### src/rtl/rrx_pkg.sv
package rrx_pkg;
    localparam int unsigned RRX_PC_W   = 32;
    localparam int unsigned RRX_NUM_FU = 3;
    localparam int unsigned RRX_ITERS  = 8;
endpackage

### src/rtl/rrx_oldest_enc.sv
module rrx_oldest_enc #(
    parameter int unsigned N = 8,
    parameter int unsigned W = 3
) (
    input  logic [N-1:0] done_i,
    output logic [W-1:0] idx_o,
    output logic         found_o
);
    // Lowest clear bit wins: scan from the top so the last hit is the lowest.
    always_comb begin
        idx_o   = '0;
        found_o = 1'b0;
        for (int i = N - 1; i >= 0; i--) begin
            if (!done_i[i]) begin
                idx_o   = W'(i);
                found_o = 1'b1;
            end
        end
    end
endmodule

### src/rtl/rrx_fault_pick.sv
module rrx_fault_pick #(
    parameter int unsigned N    = 3,
    parameter int unsigned PC_W = 32
) (
    input  logic [N-1:0]      vld_i,
    input  logic [N*PC_W-1:0] pcs_i,
    output logic              any_o,
    output logic [PC_W-1:0]   pc_o
);
    always_comb begin
        any_o = |vld_i;
        pc_o  = '0;
        for (int i = N - 1; i >= 0; i--) begin
            if (vld_i[i]) pc_o = pcs_i[i*PC_W +: PC_W];
        end
    end
endmodule

### src/rtl/rrx_ctrl.sv
module rrx_ctrl
    import rrx_pkg::*;
#(
    parameter int unsigned PC_W   = RRX_PC_W,
    parameter int unsigned NUM_FU = RRX_NUM_FU,
    parameter int unsigned ITERS  = RRX_ITERS,
    parameter int unsigned IT_W   = $clog2(ITERS)
) (
    input  logic                   clk,
    input  logic                   rst_n,
    input  logic                   mark_begin_i,
    input  logic                   mark_end_i,
    input  logic [PC_W-1:0]        mark_pc_i,
    input  logic                   counted_i,
    input  logic [NUM_FU-1:0]      cmpl_vld_i,
    input  logic [NUM_FU*IT_W-1:0] cmpl_iter_i,
    input  logic [NUM_FU-1:0]      exc_vld_i,
    input  logic [NUM_FU*PC_W-1:0] exc_pc_i,
    input  logic                   flush_ack_i,
    output logic                   flush_o,
    output logic [PC_W-1:0]        restart_pc_o,
    output logic [IT_W-1:0]        restart_iter_o,
    output logic                   iter_valid_o,
    output logic                   scalar_only_o,
    output logic                   region_open_o
);
    typedef struct packed {
        logic             open;
        logic [PC_W-1:0]  head;
        logic             counted;
        logic [ITERS-1:0] done;
        logic             flush;
        logic [PC_W-1:0]  rpc;
        logic [IT_W-1:0]  riter;
        logic             iv;
        logic             so;
    } state_t;

    state_t st_d, st_q;

    logic [IT_W-1:0] cmpl_iter [NUM_FU];
    for (genvar g = 0; g < NUM_FU; g++) begin : g_unpack
        assign cmpl_iter[g] = cmpl_iter_i[g*IT_W +: IT_W];
    end

    logic [IT_W-1:0] oldest_idx;
    logic            oldest_found;
    logic            exc_any;
    logic [PC_W-1:0] exc_pc;

    rrx_oldest_enc #(.N(ITERS), .W(IT_W)) u_enc (
        .done_i  (st_q.done),
        .idx_o   (oldest_idx),
        .found_o (oldest_found)
    );

    rrx_fault_pick #(.N(NUM_FU), .PC_W(PC_W)) u_pick (
        .vld_i (exc_vld_i),
        .pcs_i (exc_pc_i),
        .any_o (exc_any),
        .pc_o  (exc_pc)
    );

    always_comb begin
        st_d = st_q;
        if (st_q.flush) begin
            if (flush_ack_i) st_d.flush = 1'b0;
        end else if (exc_any) begin
            st_d.flush = 1'b1;
            if (st_q.open) begin
                st_d.rpc   = st_q.head;
                st_d.so    = 1'b1;
                st_d.iv    = st_q.counted & oldest_found;
                st_d.riter = (st_q.counted & oldest_found) ? oldest_idx : '0;
            end else begin
                st_d.rpc   = exc_pc;
                st_d.so    = 1'b0;
                st_d.iv    = 1'b0;
                st_d.riter = '0;
            end
        end else if (mark_begin_i) begin
            st_d.open    = 1'b1;
            st_d.head    = mark_pc_i;
            st_d.counted = counted_i;
            st_d.done    = '0;
        end else if (mark_end_i) begin
            st_d.open    = 1'b0;
            st_d.counted = 1'b0;
            st_d.done    = '0;
        end else if (st_q.open && st_q.counted) begin
            for (int f = 0; f < NUM_FU; f++) begin
                if (cmpl_vld_i[f]) st_d.done[cmpl_iter[f]] = 1'b1;
            end
        end
    end

    always_ff @(posedge clk) begin
        if (!rst_n) st_q <= '0;
        else        st_q <= st_d;
    end

    assign flush_o        = st_q.flush;
    assign restart_pc_o   = st_q.rpc;
    assign restart_iter_o = st_q.riter;
    assign iter_valid_o   = st_q.iv;
    assign scalar_only_o  = st_q.so;
    assign region_open_o  = st_q.open;

    assert_open_R2: assert property (@(posedge clk) disable iff (!rst_n)
        mark_begin_i && !(|exc_vld_i) && !flush_o |=> region_open_o);

    assert_cause_R3: assert property (@(posedge clk) disable iff (!rst_n)
        $rose(flush_o) |-> $past(|exc_vld_i));

    assert_class_R4: assert property (@(posedge clk) disable iff (!rst_n)
        $rose(flush_o) |-> (scalar_only_o == $past(region_open_o)));

    assert_noiter_R6: assert property (@(posedge clk) disable iff (!rst_n)
        $rose(flush_o) && !scalar_only_o |-> !iter_valid_o);

    assert_hold_R11: assert property (@(posedge clk) disable iff (!rst_n)
        flush_o && !flush_ack_i |=> flush_o && $stable(restart_pc_o)
            && $stable(restart_iter_o) && $stable(scalar_only_o));

    assert_release_R11: assert property (@(posedge clk) disable iff (!rst_n)
        flush_o && flush_ack_i |=> !flush_o);
endmodule

### config.mk
export PLATFORM = sky130hd
export DESIGN_NAME = rrx_ctrl
export DESIGN_NICKNAME = d
export VERILOG_FILES = /design/src/rtl/rrx_pkg.sv /design/src/rtl/rrx_oldest_enc.sv /design/src/rtl/rrx_fault_pick.sv /design/src/rtl/rrx_ctrl.sv
export SDC_FILE = /design/constraint.sdc
export NUM_CORES = 1
export LEC_CHECK = 0
export BUFFER_PORTS_ARGS = -buffer_cell sky130_fd_sc_hd__buf_2
export CAP_MARGIN = 40
export CELL_PAD_IN_SITES_DETAIL_PLACEMENT = 1
export CELL_PAD_IN_SITES_GLOBAL_PLACEMENT = 2
export CORE_MARGIN = 8
export CORE_UTILIZATION = 29
export DETAILED_ROUTE_END_ITERATION = 16
export PLACE_DENSITY_LB_ADDON = 0.1
export SYNTH_ARGS = -nofsm -noshare
export SYNTH_HDL_FRONTEND = slang
export SYNTH_HIERARCHICAL = 1
export SYNTH_SLANG_ARGS = --single-unit
### constraint.sdc
create_clock -name clk -period 2.75 [get_ports clk]
set_input_delay 0.275 -clock clk [delete_from_list [all_inputs] [get_ports clk]]
set_output_delay 0.275 -clock clk [all_outputs]
set_load 0.02 [all_outputs]
[Word level (Yosys, flattened, before mapping)]
Index checks and enable logic that the tools add are counted.
Storage, ports and cells
  logic and storage cells: 80
  register bits after elaboration: 80
Operators by class
  muxes and demuxes: 48
  magnitude comparators: 6
  reduce and logical (&&, ||, !) cells: 11
  bitwise logic cells: 6
Operators with widths (count)
  2-to-1 mux 8 bit: 15
  2-to-1 mux 32 bit: 3
  2-to-1 mux 38 bit: 1
  2-to-1 mux 37 bit: 1
  2-to-1 mux 3 bit: 9
  OR 8 bit: 3
  2-to-1 mux 1 bit: 15
  less-than comparator 3 x 4 -> 1 bit, second input constant: 3
  demux 1 bit (select 3 bit): 3
  >= comparator 3 x 1 -> 1 bit, second input constant: 3
  2-to-1 mux 9 bit: 1
  AND reduction 3 bit: 3
  logical AND 1 bit: 4
  nonzero test 3 bit: 1
  OR reduction 3 bit: 1
  NOT 1 bit: 2
  AND reduction 2 bit: 1
  nonzero test 2 bit: 1
  AND 1 bit: 1

[Longest topological paths before layout]
Gate-level depths: netlist (run 1).
  word-level depth: 23
  mapped depth: 7
  mapped depth without buffers: 5

[Hierarchy]
Netlist (run 1), hierarchy kept.
By module, submodules not included
  rrx_ctrl: area each 3747.3 µm², cells each 400, sequential area each 1601.5 µm², instances 1
  rrx_fault_pick: area each 910.9 µm², cells each 147, sequential area each 0.0 µm², instances 1
  rrx_oldest_enc: area each 77.6 µm², cells each 14, sequential area each 0.0 µm², instances 1

[Worst setup path after synthesis (run 1)]
No wires, ideal clock.
  path kind: input-to-reg
  start point: in exc_vld_i[2]
  end point: reg st_q[49] in the netlist's numbering
  stages: 7
  arrival: 1619 ps
  path slack: 999 ps
  path buffers: 3
  setup time: 132 ps
  cell sequence: clkbuf_2 or3_1 or3b_1 buf_6 buf_6 nand2_1 a21oi_1
On the way
  cells in the longest elaborated chain, start to end: 3
Ends and longest elaborated chain
  start: declaration: line rrx_ctrl.sv:17  | input logic [NUM_FU-1:0] exc_vld_i,
  OR reduction 3 bit: line rrx_fault_pick.sv:11  | any_o = |vld_i;
  via exc_any: line rrx_ctrl.sv:48  | logic exc_any;
  NOT 1 bit (no line)
  AND reduction 3 bit (no line)
  end signal: assignment: line rrx_ctrl.sv:99  | else st_q <= st_d;
  end: declaration: line rrx_ctrl.sv:39  | state_t st_d, st_q;
The timed path passes the listed nets, and every way through them passes these cells.
A chain may end at the register's enable or synchronous reset.

[Worst setup path after layout (run 1)]
  start point: in exc_vld_i[2]
  end point: reg st_q[67] in the netlist's numbering
Same word-level chain as after synthesis.

==> flow_summary.json, run 1 <==
{
  "slew_violations": 0,
  "die_h_um": 144,
  "whs_endpoint": "flush_o",
  "drtAntennaViolNets": 0,
  "layout_common_cells": "187 x buf_2, 96 x a21oi_1, 79 x dfxtp_1",
  "cts-root-buf": "clkbuf_16",
  "ys_ff_latch": 80,
  "hpwl_um": 11800,
  "rr_worst_depth": 4,
  "die_w_um": 144,
  "synth_flop_cell": "dfxtp_1",
  "p_leak_nw": 2.23,
  "grt-ovfl-total": 0,
  "final_common_cell": "buf_2",
  "holdPathStages": 2,
  "vias": 4444,
  "slowest_stage": "or3b_1",
  "vdd_drop_max_uv": 292,
  "drv_cap": 0,
  "antenna_found_initial": 2,
  "synth-compound-area-share_pct": 21.4,
  "synth_fa_ha_area_share_pct": 0,
  "dp_slack_ns": 0.636,
  "rsz0062_at_grt": "no",
  "avgSynthCellArea_um2": 8.44,
  "worst-setup-path-type": "in -> reg",
  "synth.largest_area_cell": "dfxtp_1",
  "drt_iter0_markers": 112,
  "ctsResizeCount": 0,
  "fin_area_um2": 5710,
  "clk_latency_ns": 0.33,
  "grt_use_total_pct": 15.0,
  "fin_tns_setup_ns": 0,
  "period_share_pct": 63.9,
  "cp_cell_sequence": "buf_2 -> or3_1 -> or3b_1 -> buf_4 -> nand2_1 -> a21oi_1",
  "finalWorstSetupSlack_ns": 0.993,
  "cts_made_buffers": 9,
  "synthArstFlopShare_pct": 0,
  "cp-end-kind": "flip-flop",
  "wire_per_inst_um": 17.4,
  "pwr_density_cell_nw_per_um2": 503,
  "netlist_instances": 561,
  "routabilityCongestion": 0.736,
  "worstPathMaxFanout": 22,
  "top_usage_layer": "met2",
  "cts.sinks": 80,
  "synth-xor-area-share_pct": 0,
  "synth_edf_count": 0,
  "r2r-end": "st_q[67]",
  "synth_seq_area_share_pct": 33.8,
  "core_um2": 15900,
  "wl_um": 15800,
  "routed_via_density": 4.89,
  "fin_crit_ns": 1.76,
  "whs_ns": 0.127,
  "fmax_mhz": 569,
  "worstPathRequired_ns": 2.96,
  "synth_cell_types": 44,
  "layout.nets": 837,
  "cts_buffer_depth": 2,
  "met1_usage_pct": 17.9,
  "critPathLaunchType": "input pin",
  "fp-row-count": 46,
  "grt_max_degree": 66,
  "skew_ns": 0.00268,
  "io_pins": 188,
  "start_util_pct": 29.7,
  "slew_headroom_pct": 54.0,
  "setup_viol": 0,
  "hold_buffers": 0,
  "htreeDepth": 3,
  "hold_violations": 0,
  "worstPathArrival_ns": 1.96,
  "area_growth_pct": 20.5,
  "hold_start": "flush_ack_i",
  "worst_pin_slew_ns": 0.690,
  "die_area_um2": 20700,
  "grtUsageMet3_pct": 4.81,
  "cts_setup_buffers": 0,
  "drc": 0,
  "use_met2_pct": 25.7,
  "synthesis.area_um2": 4740,
  "grt_pass1_wl_um": 24500,
  "synthesis.nets": 710,
  "first_global_vias": 4597,
  "r2r_start": "flush_o",
  "synthMuxAreaShare_pct": 6.76,
  "path_clk_slew_ns": 0.06,
  "port_buffers": 187,
  "diodes": 0,
  "netlist.area_leader.share_pct": 33.8,
  "placed_area_um2": 5460,
  "yosys_warnings": 6,
  "yosys.area_share.simple_pct": 25.4,
  "firstDrtPassIters": 4,
  "slowest_delay_ns": 0.58,
  "status": "complete, no violations",
  "yosys-top-cells-area": "dfxtp_1 34%, a21oi_1 10%, buf_4 7.5%",
  "rrSetupSlack_ns": 1.05,
  "synth_top_family_by_area": "simple AND/OR/NAND/NOR gates",
  "cts_tree": "yes",
  "hold_path_class": "in -> reg",
  "power.total_mw": 2.87,
  "layout-drive-gt1-share_pct": 33.7
}
logic make-up after synthesis:
group	count (synthesis)
muxes	32
buffers and inverters	83
DFF	80
and+or+nand+nor	215
AOI/OAI and AO/OA	151
layer usage:
metal  up-vias  wire length (um)
met5         -                26
met4         4               208
met3        16               844
met2       104              7800
met1      2104              6910
li1       2216                 -
critical path: cells and delay by family:
family / cells / cell delay (ns)
and+or+nand+nor: 3 / 1.19
AOI/OAI and AO/OA: 1 / 0.07
buffers and inverters: 2 / 0.42
synthesized netlist by cell type, types with 2 or more instances:
cell type  count
nor3_1         4
o2bb2ai_1      8
nand4_1        5
or3_1          2
and3_1         4
buf_4         47
a21oi_1       96
nor2b_1       32
nand3b_1      32
nor4b_1        3
nor4bb_1       9
dfxtp_1       80
a211oi_2      20
mux2i_1       32
inv_1          2
a32oi_1        3
buf_2         11
a211oi_1      13
nand2_1       69
clkbuf_1       8
nand4b_1       9
nor2_1        38
buf_6         13
layout make-up:
cell class	instances	area, um2
flip-flops and latches	80	1600
clock inverters	1	5.00
fillers	1983	10200
well taps	216	270
multi-input cells	398	2530
repair buffers	196	1040
inverters	3	11.3
clock buffers	14	244
report_power, final:
group | switching (mW) | leakage, nW | internal (mW)
Sequential | 0.0350 | 0.655 | 1.22
Combinational | 0.333 | 1.46 | 0.249
Clock | 0.433 | 0.121 | 0.606
registers in the layout, indices dropped and copies added, names as in the netlist:
name	count
iter_valid_o	1
st_q	41
region_open_o	1
restart_iter_o	3
flush_o	1
scalar_only_o	1
restart_pc_o	32
per-stage QoR:
stage / utilization, % / instances
floorplan: - / 561
global placement: 34.2 / 893
detailed placement: 34.2 / 893
CTS: 35.8 / 908
global route: 35.8 / 908
finish: 35.8 / 908
worst max-delay path by stage:
stage	to	depth (start not counted)	slack [ns]	start
6_report	st_q[67]	6	0.99	exc_vld_i[2]
2_1_floorplan	st_q[49]	7	1.0	exc_vld_i[2]
3_3_place_gp	st_q[55]	6	0.67	exc_vld_i[2]
4_1_cts	st_q[67]	6	0.99	exc_vld_i[2]
3_5_place_dp	st_q[67]	6	0.64	exc_vld_i[2]
5_1_grt	st_q[55]	4	0.86	flush_o
Power figures use the tool's default switching activity.
==> inputs of run 2 (changes only) <==
- ABC_AREA: default -> 1
- CORE_UTILIZATION: 29 -> 24
- clock period: 2.75 -> 1.7 ns (I/O delays scaled with it)
==> run 2 against run 1 <==
Against the previous run:
- sequential power grew 63%
- clock power rose by 85%
- global-route usage shrank 0.41 points
- highest routed layer is now met4
==> flow_summary.json, run 2 <==
{
  "swShare_pct": 28.6,
  "layout_common_cells": "204 x nor2_1, 187 x buf_2, 164 x nand2_1",
  "fin_crit_ns": 1.34,
  "p_sw_mw": 1.41,
  "synth_flop_cell": "dfxtp_1",
  "path_clk_slew_ns": 0.06,
  "vdd_drop_max_uv": 473,
  "worstPathMaxFanout": 22,
  "yosys_warnings": 6,
  "synthesis.nets": 882,
  "pwr-share-clk_pct": 38.9,
  "clk_latency_ns": 0.34,
  "period_share_pct": 79.1,
  "vias": 4924,
  "placed_area_um2": 5430,
  "start_util_pct": 24.5,
  "fmax_mhz": 744,
  "cts_tree": "yes",
  "synthesis.area_um2": 4600,
  "holdPathStages": 2,
  "first_global_vias": 5252,
  "ys_ff_latch": 80,
  "pwr-share-comb_pct": 19.6,
  "grt-ovfl-total": 0,
  "cts_buffer_depth": 2,
  "hold_path_class": "in -> reg",
  "setup_viol": 0,
  "drt_iter0_markers": 192,
  "layout.nets": 1016,
  "area_growth_pct": 24.3,
  "hold_buffers": 0,
  "drtAntennaViolNets": 0,
  "skew_ns": 0.00550,
  "firstDrtPassIters": 4,
  "synth_edf_count": 0,
  "pwr_density_cell_nw_per_um2": 861,
  "grt_use_total_pct": 14.6,
  "cts_made_buffers": 9,
  "slew_violations": 0,
  "diodes": 0,
  "die_h_um": 154,
  "hold_violations": 0,
  "wl_um": 17600,
  "p_leak_nw": 2.66,
  "hpwl_um": 13700,
  "synth_cell_types": 22,
  "cts_setup_buffers": 0,
  "cts-root-buf": "clkbuf_16",
  "slew_headroom_pct": 70.2,
  "synth_commonest_cells": "204 x nor2_1, 164 x nand2_1, 80 x dfxtp_1",
  "worst_pin_slew_ns": 0.447,
  "netlist.area_leader.share_pct": 34.8,
  "fin_area_um2": 5720,
  "layout-drive-gt1-share_pct": 26.2,
  "critPathLaunchType": "flip-flop",
  "netlist_instances": 733,
  "antenna_found_initial": 0,
  "io_pins": 188,
  "port_buffers": 187,
  "drv_cap": 0,
  "cts.sinks": 80,
  "hold_start": "flush_ack_i",
  "whs_endpoint": "flush_o",
  "synthArstFlopShare_pct": 0,
  "fp-row-count": 50,
  "synth_seq_area_share_pct": 34.8,
  "worst-setup-path-type": "reg -> reg",
  "drc": 0,
  "p_int_mw": 3.52,
  "rr_worst_depth": 4,
  "grt_pass1_wl_um": 27900,
  "yosys-top-cells-area": "dfxtp_1 35%, nor2_1 17%, nand2_1 13%",
  "worstPathRequired_ns": 1.92,
  "rsz0062_at_grt": "no",
  "wire_per_inst_um": 16.0,
  "htreeDepth": 3,
  "synth.largest_area_cell": "dfxtp_1",
  "largest_register": "st_q",
  "rrSetupSlack_ns": 0.36,
  "core_um2": 18800,
  "cp-end-kind": "flip-flop",
  "largest_register_ffs": 41,
  "routabilityCongestion": 0.756,
  "final_common_cell": "nor2_1",
  "r2r_start": "region_open_o",
  "routed_via_density": 4.46,
  "status": "complete, no violations",
  "yosysMostFrequentCell": "nor2_1",
  "worstPathArrival_ns": 1.56,
  "grt_max_degree": 65,
  "ctsResizeCount": 0,
  "die_area_um2": 23900,
  "avgSynthCellArea_um2": 6.27,
  "die_w_um": 154,
  "r2r-end": "restart_pc_o[21]",
  "seq_power_share_pct": 41.5,
  "fin_tns_setup_ns": 0
}
## run 2: cell count changes after synthesis, moves of 9 or more
| cell | change |
|---|---|
| a211oi_1 | -12 |
| nand3_1 | +14 |
| o21ai_1 | +14 |
| nor2_1 | +166 |
| a211oi_2 | -20 |
| nor4bb_1 | -9 |
| inv_1 | +20 |
| nand4b_1 | -9 |
| nor2b_1 | -32 |
| nand2_1 | +95 |
| mux2i_1 | -32 |
| a21oi_1 | -17 |
| nand3b_1 | -32 |
| o21ai_0 | +50 |
## run 2: final cells by class
cell class,count,area (um2)
Sequential cell,80,1600
Timing Repair Buffer,203,1110
Clock inverter,4,45.0
Fill cell,2499,13100
Multi-Input combinational cell,548,2330
Inverter,25,98.8
Tap cell,234,293
Clock buffer,11,243
## run 2: worst max-delay path: stages, from the launching register on
cell and delay (ns):
dfxtp_2 0.53, inv_1 0.10, buf_4 0.24, a21oi_1 0.25, a21oi_1 0.10
## run 2: worst max path at each step
stage / startpoint / end / depth (start not counted)
after CTS: region_open_o / restart_pc_o[21] / 4
after global routing: flush_o / st_q[41] / 5
after floorplan: exc_vld_i[0] / iter_valid_o / 10
after global placement: exc_vld_i[0] / restart_pc_o[21] / 8
after detailed placement: exc_vld_i[0] / restart_pc_o[21] / 8
final: region_open_o / restart_pc_o[21] / 4
## run 2: routing by layer
layer | vias to the layer above | wire (um) | GRT usage (%)
li1 | 2571 | - | -
met1 | 2211 | 8360 | 18.3
met2 | 131 | 7930 | 24.2
met3 | 11 | 1150 | 3.96
met4 | 0 | 185 | 4.20
met5 | - | 0 | 0
## run 2: logic make-up (layout without fill, tap and decap cells)
group / Yosys count / count (layout) / synth area share (%)
AND/OR/NAND/NOR: 400 / 400 / 34.3
AO/OA/AOI/OAI: 148 / 148 / 16.3
buffers and inverters: 105 / 243 / 14.5
flip-flops: 80 / 80 / 34.8
## run 2: power groups by stage
stage                     Clock [mW]  Sequential [mW]  Combinational, mW
after floorplan                    0             2.07              0.687
after global placement             0             2.08              0.973
after detailed placement           0             2.08              0.986
after CTS                       1.98             2.04              0.991
after global routing            2.04             2.06               1.09
final                           1.92             2.04              0.966
## run 2: metrics by stage
step                hold slack [ns]  setup slack [ns]  cells  util [%]  total power [mW]
floorplan                     0.273             0.297    733         -              2.75
global placement              0.397             0.316   1090      28.9              3.06
detailed placement            0.389             0.298   1090      28.9              3.07
CTS                          0.0306             0.351   1105      30.5              5.01
global route                 0.0361             0.235   1105      30.5              5.18
finish                       0.0507             0.355   1105      30.5              4.92
